--- config.mk ---
export PLATFORM = sky130hd
export DESIGN_NAME = lcd_host_port
export DESIGN_NICKNAME = d
export VERILOG_FILES = /design/src/rtl/lcd_hif_pkg.sv /design/src/rtl/lcd_hif_pipe.sv /design/src/rtl/lcd_hif_xfer.sv /design/src/rtl/lcd_hif_rdmux.sv /design/src/rtl/lcd_host_port.sv
export SDC_FILE = /design/constraint.sdc
export NUM_CORES = 1
export LEC_CHECK = 0
export ABC_CLOCK_PERIOD_IN_PS = 2250
export BUFFER_PORTS_ARGS = -buffer_cell sky130_fd_sc_hd__buf_2
export CORE_MARGIN = 2
export CORE_UTILIZATION = 50
export DETAILED_ROUTE_END_ITERATION = 6
export GPL_TIMING_DRIVEN = 0
export PLACE_DENSITY = 0.84
export SYNTH_ARGS = -nofsm -noshare
export SYNTH_HDL_FRONTEND = slang
export SYNTH_SLANG_ARGS = --single-unit
--- constraint.sdc ---
create_clock -name clk_i -period 2.25 [get_ports clk_i]
set_input_delay 0.45 -clock clk_i [delete_from_list [all_inputs] [get_ports clk_i]]
set_output_delay 0.45 -clock clk_i [all_outputs]
set_load 0.05 [all_outputs]
--- src/rtl/lcd_hif_pkg.sv ---
package lcd_hif_pkg;
  typedef enum logic {
    SEL_INSTR = 1'b0,
    SEL_DATA  = 1'b1
  } reg_sel_e;

  typedef struct packed {
    logic strobe;
    logic rsel;
    logic rnw;
  } bus_ctl_t;
endpackage

--- src/rtl/lcd_hif_pipe.sv ---
module lcd_hif_pipe #(
  parameter int W     = 1,
  parameter int DEPTH = 2
) (
  input  logic         clk_i,
  input  logic         rst_ni,
  input  logic [W-1:0] d_i,
  output logic [W-1:0] q_o
);
  logic [W-1:0] stg [DEPTH];

  always_ff @(posedge clk_i or negedge rst_ni) begin
    if (!rst_ni) begin
      for (int i = 0; i < DEPTH; i++) stg[i] <= '0;
    end else begin
      stg[0] <= d_i;
      for (int i = 1; i < DEPTH; i++) stg[i] <= stg[i-1];
    end
  end

  assign q_o = stg[DEPTH-1];
endmodule

--- src/rtl/lcd_hif_xfer.sv ---
module lcd_hif_xfer #(
  parameter int DATA_W = 8
) (
  input  logic              clk_i,
  input  logic              rst_ni,
  input  logic              mode4_i,
  input  logic              fall_i,
  input  logic              rnw_i,
  input  logic              rsel_i,
  input  logic [DATA_W-1:0] data_i,
  output logic              mode_q_o,
  output logic              phase_o,
  output logic              wr_valid_o,
  output logic              wr_sel_o,
  output logic [DATA_W-1:0] wr_byte_o,
  output logic              rd_req_o
);
  localparam int NIB_W = DATA_W / 2;

  logic             mode_q, phase;
  logic [NIB_W-1:0] hi_q;
  logic             mode_chg, last_part;

  assign mode_chg  = mode4_i != mode_q;
  assign last_part = !mode_q || phase;

  always_ff @(posedge clk_i or negedge rst_ni) begin
    if (!rst_ni) begin
      mode_q     <= 1'b0;
      phase      <= 1'b0;
      hi_q       <= '0;
      wr_valid_o <= 1'b0;
      wr_sel_o   <= 1'b0;
      wr_byte_o  <= '0;
      rd_req_o   <= 1'b0;
    end else begin
      mode_q     <= mode4_i;
      wr_valid_o <= 1'b0;
      rd_req_o   <= 1'b0;
      if (mode_chg) begin
        phase <= 1'b0;  // collision: completing transfer is dropped
      end else if (fall_i) begin
        if (mode_q) phase <= ~phase;
        if (mode_q && !phase) hi_q <= data_i[DATA_W-1 -: NIB_W];
        if (last_part) begin
          if (!rnw_i) begin
            wr_valid_o <= 1'b1;
            wr_sel_o   <= rsel_i;
            wr_byte_o  <= mode_q ? {hi_q, data_i[DATA_W-1 -: NIB_W]} : data_i;
          end else if (rsel_i == lcd_hif_pkg::SEL_DATA) begin
            rd_req_o <= 1'b1;
          end
        end
      end
    end
  end

  assign mode_q_o = mode_q;
  assign phase_o  = phase;

  a_r2_wr_single: assert property (@(posedge clk_i) disable iff (!rst_ni)
    wr_valid_o |=> !wr_valid_o);
  a_r6_rd_single: assert property (@(posedge clk_i) disable iff (!rst_ni)
    rd_req_o |=> !rd_req_o);
  a_r6_exclusive: assert property (@(posedge clk_i) disable iff (!rst_ni)
    !(wr_valid_o && rd_req_o));
  a_r9_mode_clear: assert property (@(posedge clk_i) disable iff (!rst_ni)
    mode_chg |=> (!phase && !wr_valid_o && !rd_req_o));
  a_r7_second_nibble: assert property (@(posedge clk_i) disable iff (!rst_ni)
    ((wr_valid_o || rd_req_o) && mode_q) |-> (!phase && $past(phase)));
  a_r11_hold: assert property (@(posedge clk_i) disable iff (!rst_ni)
    !wr_valid_o |-> ($stable(wr_byte_o) && $stable(wr_sel_o)));
endmodule

--- src/rtl/lcd_hif_rdmux.sv ---
module lcd_hif_rdmux #(
  parameter int DATA_W = 8
) (
  input  logic                oe_i,
  input  logic                rsel_i,
  input  logic                mode4_i,
  input  logic                phase_i,
  input  logic                busy_i,
  input  logic [DATA_W-2:0]   addr_ctr_i,
  input  logic [DATA_W-1:0]   rd_data_i,
  output logic [DATA_W-1:0]   db_o
);
  localparam int NIB_W = DATA_W / 2;
  localparam int LANES = DATA_W / NIB_W;

  logic [DATA_W-1:0] src;
  assign src = rsel_i ? rd_data_i : {busy_i, addr_ctr_i};

  for (genvar g = 0; g < LANES; g++) begin : g_lane
    logic [NIB_W-1:0] lane;
    always_comb begin
      lane = '0;
      if (oe_i) begin
        if (!mode4_i) lane = src[g*NIB_W +: NIB_W];
        else if (g == LANES-1)
          lane = phase_i ? src[NIB_W-1:0] : src[DATA_W-1 -: NIB_W];
      end
    end
    assign db_o[g*NIB_W +: NIB_W] = lane;
  end
endmodule

--- src/rtl/lcd_host_port.sv ---
module lcd_host_port #(
  parameter int DATA_W      = 8,
  parameter int SYNC_STAGES = 2
) (
  input  logic              clk_i,
  input  logic              rst_ni,
  input  logic              mode4_i,
  input  logic              strobe_i,
  input  logic              rsel_i,
  input  logic              rnw_i,
  input  logic [DATA_W-1:0] db_i,
  output logic [DATA_W-1:0] db_o,
  output logic              db_oe_o,
  input  logic              busy_i,
  input  logic [DATA_W-2:0] addr_ctr_i,
  input  logic [DATA_W-1:0] rd_data_i,
  output logic              wr_valid_o,
  output logic              wr_sel_o,
  output logic [DATA_W-1:0] wr_byte_o,
  output logic              rd_req_o
);
  import lcd_hif_pkg::*;

  localparam int CTL_W    = $bits(bus_ctl_t);
  localparam int DATA_DLY = SYNC_STAGES + 1;

  bus_ctl_t          ctl_raw, ctl_cur, ctl_prv;
  logic [CTL_W-1:0]  ctl_cur_v;
  logic [DATA_W-1:0] data_prv;
  logic              fall, mode_q, phase;

  assign ctl_raw = '{strobe: strobe_i, rsel: rsel_i, rnw: rnw_i};

  lcd_hif_pipe #(.W(CTL_W), .DEPTH(SYNC_STAGES)) u_ctl_sync (
    .clk_i, .rst_ni, .d_i(ctl_raw), .q_o(ctl_cur_v)
  );
  assign ctl_cur = bus_ctl_t'(ctl_cur_v);

  // data delayed one stage more, aligned with ctl_prv
  lcd_hif_pipe #(.W(DATA_W), .DEPTH(DATA_DLY)) u_data_sync (
    .clk_i, .rst_ni, .d_i(db_i), .q_o(data_prv)
  );

  always_ff @(posedge clk_i or negedge rst_ni) begin
    if (!rst_ni) ctl_prv <= '0;
    else         ctl_prv <= ctl_cur;
  end

  assign fall = ctl_prv.strobe && !ctl_cur.strobe;

  lcd_hif_xfer #(.DATA_W(DATA_W)) u_xfer (
    .clk_i, .rst_ni,
    .mode4_i,
    .fall_i    (fall),
    .rnw_i     (ctl_prv.rnw),
    .rsel_i    (ctl_prv.rsel),
    .data_i    (data_prv),
    .mode_q_o  (mode_q),
    .phase_o   (phase),
    .wr_valid_o,
    .wr_sel_o,
    .wr_byte_o,
    .rd_req_o
  );

  assign db_oe_o = ctl_cur.strobe && ctl_cur.rnw;

  lcd_hif_rdmux #(.DATA_W(DATA_W)) u_rdmux (
    .oe_i      (db_oe_o),
    .rsel_i    (ctl_cur.rsel),
    .mode4_i   (mode_q),
    .phase_i   (phase),
    .busy_i,
    .addr_ctr_i,
    .rd_data_i,
    .db_o
  );

  a_r10_idle_quiet: assert property (@(posedge clk_i) disable iff (!rst_ni)
    !db_oe_o |-> (db_o == '0));
endmodule

# ---- Yosys cells after proc, flatten, opt, wreduce, memory -nomap -nowiden
# Index checks and enable logic that the tools add are counted.
# Widths: inputs -> output; s select.
dict set report classes {
  n_mux 19
  n_bitwise 3
  reduce_logical 12
  eq_ne 1
}
# operator n
set op_table {}
lappend op_table {{$mux 4} 5}
lappend op_table {{$mux 8} 2}
lappend op_table {{$mux 1} 12}
lappend op_table {{$reduce_and 4->1} 1}
lappend op_table {{$reduce_bool 2->1} 2}
lappend op_table {{$logic_and 1x1->1} 3}
lappend op_table {{$logic_not 1->1} 3}
lappend op_table {{$not 1->1} 3}
lappend op_table {{$reduce_and 3->1} 1}
lappend op_table {{$reduce_and 2->1} 1}
lappend op_table {{$logic_or 1x1->1} 1}
lappend op_table {{$ne 1x1->1} 1}
dict set report totals {
  word_cells 50
  input_bits 30
  regBits 50
}

# ---- Logic depth before layout (Yosys ltp)
dict set report logic_depth {
  depth_word 5
  mapped_depth 7
  mapped_depth_nobuf 5
}

# ---- Hierarchy
# From an unflattened synthesis, not the netlist that was laid out.
dict set report unflattened {
  cells_unflattened 117
  area_unflattened_um2 1834.3
}
# module cells_per_inst instances seq_area_each_um2 area_each_um2
set by_module_without_submodules {}
lappend by_module_without_submodules {lcd_hif_xfer 51 1 425.4 757.0}
lappend by_module_without_submodules {{lcd_hif_pipe at u_data_sync} 32 1 600.6 660.6}
lappend by_module_without_submodules {{lcd_hif_pipe at u_ctl_sync} 9 1 150.1 172.7}
lappend by_module_without_submodules {lcd_hif_rdmux 20 1 0.0 152.6}
lappend by_module_without_submodules {lcd_host_port 5 1 75.1 91.3}

# ---- Worst setup path before layout
# OpenSTA, ideal clock, no wires.
dict set report synth_path {
  path_type {register to output}
  startpoint {reg u_xfer.mode_q (netlist: u_xfer.mode_q_o)}
  endpoint {out db_o[5]}
  n_path_buf 1
  required_ns 1.800
  t_arrival_ns 2.035
  path_stages_with_launch 4
  path_slack_ns -0.235
  cell_sequence {dfrtp_1 -> clkbuf_1 -> a221oi_1 -> a311oi_1}
}
dict set report synth_between {
  elab_chain_len 2
}
# element line
set synth_rtl {}
lappend synth_rtl {{from (decl)} lcd_hif_xfer.sv:20} ;# logic mode_q, phase;
lappend synth_rtl {{from (signal assigned)} lcd_hif_xfer.sv:37} ;# mode_q <= mode4_i;
lappend synth_rtl {{$mux 4} lcd_hif_rdmux.sv:24} ;# if (!mode4_i) lane = src[g*NIB_W +: NIB_W];
lappend synth_rtl {{$mux 4} lcd_hif_rdmux.sv:23} ;# if (oe_i) begin
lappend synth_rtl {{to (decl)} lcd_host_port.sv:12} ;# output logic [DATA_W-1:0] db_o,
# No other way between the ends.

# ---- Worst setup path in the final report
dict set report layout_path {
  startpoint {reg u_ctl_sync.stg, in the netlist u_ctl_sync.q_o[1]}
  endpoint {out db_o[6]}
}
dict set report layout_between {
  elab_chain_len 4
}
# element line
set layout_rtl {}
lappend layout_rtl {{from (decl)} lcd_hif_pipe.sv:10} ;# logic [W-1:0] stg [DEPTH];
lappend layout_rtl {{$mux 8 *} lcd_hif_rdmux.sv:17} ;# assign src = rsel_i ? rd_data_i : {busy_i, addr_ctr_i};
lappend layout_rtl {{$mux 4} lcd_hif_rdmux.sv:26} ;# lane = phase_i ? src[NIB_W-1:0] : src[DATA_W-1 -: NIB_W];
lappend layout_rtl {{$mux 4 *} lcd_hif_rdmux.sv:24}
lappend layout_rtl {{$mux 4 *} lcd_hif_rdmux.sv:23}
# Mark *: on every way between the ends. The rest lies on a longest branch, timed or not.

==> impl_metrics.toml <==
[placement]
gp_congestion = 0.792
dp_hpwl_um = 2230
portBuffers = 49
place_inst = 205

[synthesis]
syn_inst = 110
yosysSeqAreaShare_pct = 70.6
syn_nets = 141
ys_seq_elements = 50
synth_warnings = 0
synthTopCellsByArea = "dfrtp_1, mux2_2, mux2i_1"
synthXorXnorAreaFrac_pct = 0
synthMuxAreaShare_pct = 15.6
synthAdderAreaFrac_pct = 0.706
yosys.cell_types.count = 19
syn_area_um2 = 1770
synth_top_family_by_area = "multiplexers"
yosysTopAreaCell = "dfrtp_1"
yosys.area_share.simple_pct = 5.93
avgSynthCellArea_um2 = 16.1
synth_top_area_share_pct = 70.6
synth_compound_area_share_pct = 4.87

[cts]
clk_latency_ns = 0.35
ctsHoldBuffers = 0
root_buffer = "clkbuf_4"
cts_tree = "built"
numCtsBuffers = 5
cts.sinks = 50
htreeDepth = 2
clk_pin_slew_ns = 0.14
cts_buffer_depth = 2

[routing]
drc = 0
wl_per_cell_um = 14.1
dr.pass1.iters = 4
first_iter_violations = 46
vias = 1077
drt-total-wl_um = 3010
ant_nets = 0
via_per_inst = 5.06

[cells_and_area]
area_growth_pct = 22.4
stdcell_count = 213
n_antenna_cell = 0
drive_gt1_share_pct = 51.5
fillers = 258
layout.nets = 197

[worst_setup_path]
critPathLaunchType = "flip-flop"
worst-setup-path-type = "flip-flop to output port"
rrSetupSlack_ns = 0.13
arrival_ns = 1.70
reg2regPathDepth = 7
slowest_stage = "dfrtp_1"
cpPeakStageDelay_ns = 0.43
worstPathRequired_ns = 1.80
worstPathMaxFanout = 10
end_kind = "output port"
cp.buffers_inverters = 2
path_cells = "clkbuf_4 -> mux2i_1 -> a311oi_1 -> buf_4"
rr_startpoint = "u_xfer.mode_q_o$_DFF_PN0_"
cp.depth = 4
r2r_end = "u_xfer.wr_byte_o[0]$_DFFE_PN0P_"
critPathTopFamily = "buffers and inverters"

[worst_hold_path]
min-delay-start = "db_i[3]"
whs_endpoint = "u_data_sync.stg[19]$_DFF_PN0_"
worstHoldPathType = "input port to flip-flop"
whs_path_depth = 1

[sta]
hold_viol_final = 0
min_period_over_period_pct = 95.4
finalClockSkew_ns = 0.0100
slew_headroom_pct = 30.2
setup_violations = 0
hold_slack_ns = 0.189
finalMaxSlewViolations = 0
max_freq_ghz = 0.466
final.min_clock_period_ns = 2.15
tightest_slew_ns = 1.05

[power_and_ir_drop]
power_mw = 1.98
power_density_nw_per_um2 = 912
peakVddDrop_uv = 513
power_leakage_nw = 1.05

[global_route]
antenna_found_initial = 0
grt_first_pass_wirelength_um = 5140
grt_max_degree = 51
track_usage_pct = 17.1
grt_pass1_vias = 1097
grt_overflow_total = 0

[floorplan]
io_pins = 50
num_rows = 21
die_y_um = 63.5
start_util_pct = 52.7
dieArea_um2 = 4040
core_um2 = 3360
die_w_um = 63.5

[job]
drv_cap = 0

[outcome]
status = "finished, final reports clean"
[power by group]
part	total [mW]	leakage (nW)	internal, mW	switching (mW)
sequential	1.07	0.596	1.01	0.0593
combinational	0.507	0.426	0.165	0.342
clock	0.400	0.0278	0.125	0.274
[flip-flops by register name (all words and copies together) (netlist names)]
name and count:
ctl_prv 3, u_ctl_sync.q_o 3, u_ctl_sync.stg 3, u_data_sync.q_o 8
u_data_sync.stg 16, u_xfer.hi_q 4, u_xfer.mode_q_o 1, u_xfer.phase_o 1
u_xfer.rd_req_o 1, u_xfer.wr_byte_o 8, u_xfer.wr_sel_o 1, u_xfer.wr_valid_o 1
[synthesized netlist by cell type (all sizes together)]
| cell | count |
|---|---|
| a221oi | 4 |
| a22o | 1 |
| a311oi | 4 |
| and2b | 1 |
| and4b | 1 |
| buf | 3 |
| clkbuf | 2 |
| dfrtp | 50 |
| ha | 1 |
| inv | 3 |
| mux2 | 21 |
| mux2i | 4 |
| nand2 | 2 |
| nor2 | 1 |
| nor2b | 5 |
| nor3 | 4 |
| nor3b | 2 |
| o21bai | 1 |
[kinds of logic after synthesis]
| kind of cell | count (synthesis) |
|---|---|
| AOI/OAI and AO/OA | 10 |
| DFF | 50 |
| buffers and inverters | 8 |
| adders and majority gates | 1 |
| and+or+nand+nor | 16 |
| muxes | 25 |
[layout make-up]
class / count / area, um^2 / share of cell area, %
plain buffers: 4 / 31.3 / 1.44
clock buffers: 5 / 37.5 / 1.73
clock inverters: 3 / 23.8 / 1.10
inverters: 3 / 11.3 / 0.519
multi-input cells: 52 / 493 / 22.7
flip-flops and latches: 50 / 1250 / 57.7
well taps: 46 / 57.6 / 2.65
repair buffers: 50 / 263 / 12.1
[worst max path at each step]
stage,slack (ns),from,end
after floorplan,-0.20,u_ctl_sync.q_o[1]$_DFF_PN0_,db_o[6]
after detailed placement,-0.09,u_xfer.mode_q_o$_DFF_PN0_,u_xfer.wr_byte_o[4]$_DFFE_PN0P_
after global routing,-0.01,u_xfer.mode_q_o$_DFF_PN0_,u_xfer.wr_byte_o[4]$_DFFE_PN0P_
final,0.10,u_ctl_sync.q_o[1]$_DFF_PN0_,db_o[6]
after global placement,0.05,u_xfer.mode_q_o$_DFF_PN0_,u_xfer.wr_byte_o[0]$_DFFE_PN0P_
after CTS,0.0005,u_ctl_sync.q_o[1]$_DFF_PN0_,db_o[6]
[layer usage]
layer  vias up  global-route usage [%]  share of wire, %
li1        504                       -                 -
met1       519                    21.5                41
met2        43                    26.4                51
met3        11                    4.46               5.6
met4         0                    10.9               3.2
met5         -                       0                 0
[timing repair]
action,4_1_cts,5_1_grt
setup buffers,0,1
endpoints found under the setup margin,12,13
pin swaps,0,1
gates resized for setup,1,12
[cells in the final DEF (no fill, tap or decap)]
cell        count
nor3_1          4
nor3b_2         1
o21bai_1        1
mux2_2         21
nor2b_1         5
buf_6           1
clkbuf_4        7
mux2i_1         4
nand2_1         2
dfrtp_1        50
and4b_1         1
buf_2          46
nor2_1          1
nor3b_4         1
inv_6           1
a22o_1          1
buf_4           5
clkinvlp_4      2
a311oi_1        3
ha_1            1
a221oi_1        4
inv_1           3
a311oi_2        1
and2b_1         1
[through the flow]
step | area (um^2) | setup TNS [ns] | worst slack [ns] | utilization, %
global placement | 2080 | 0 | 0.0523 | 61.9
floorplan | 1780 | -0.595 | -0.200 | -
CTS | 2140 | 0 | 0.000495 | 63.6
finish | 2170 | 0 | 0.103 | 64.5
global route | 2170 | -0.0335 | -0.0144 | 64.5
detailed placement | 2080 | -0.746 | -0.0931 | 61.9
Note: power is estimated with default switching activity, not from simulation.
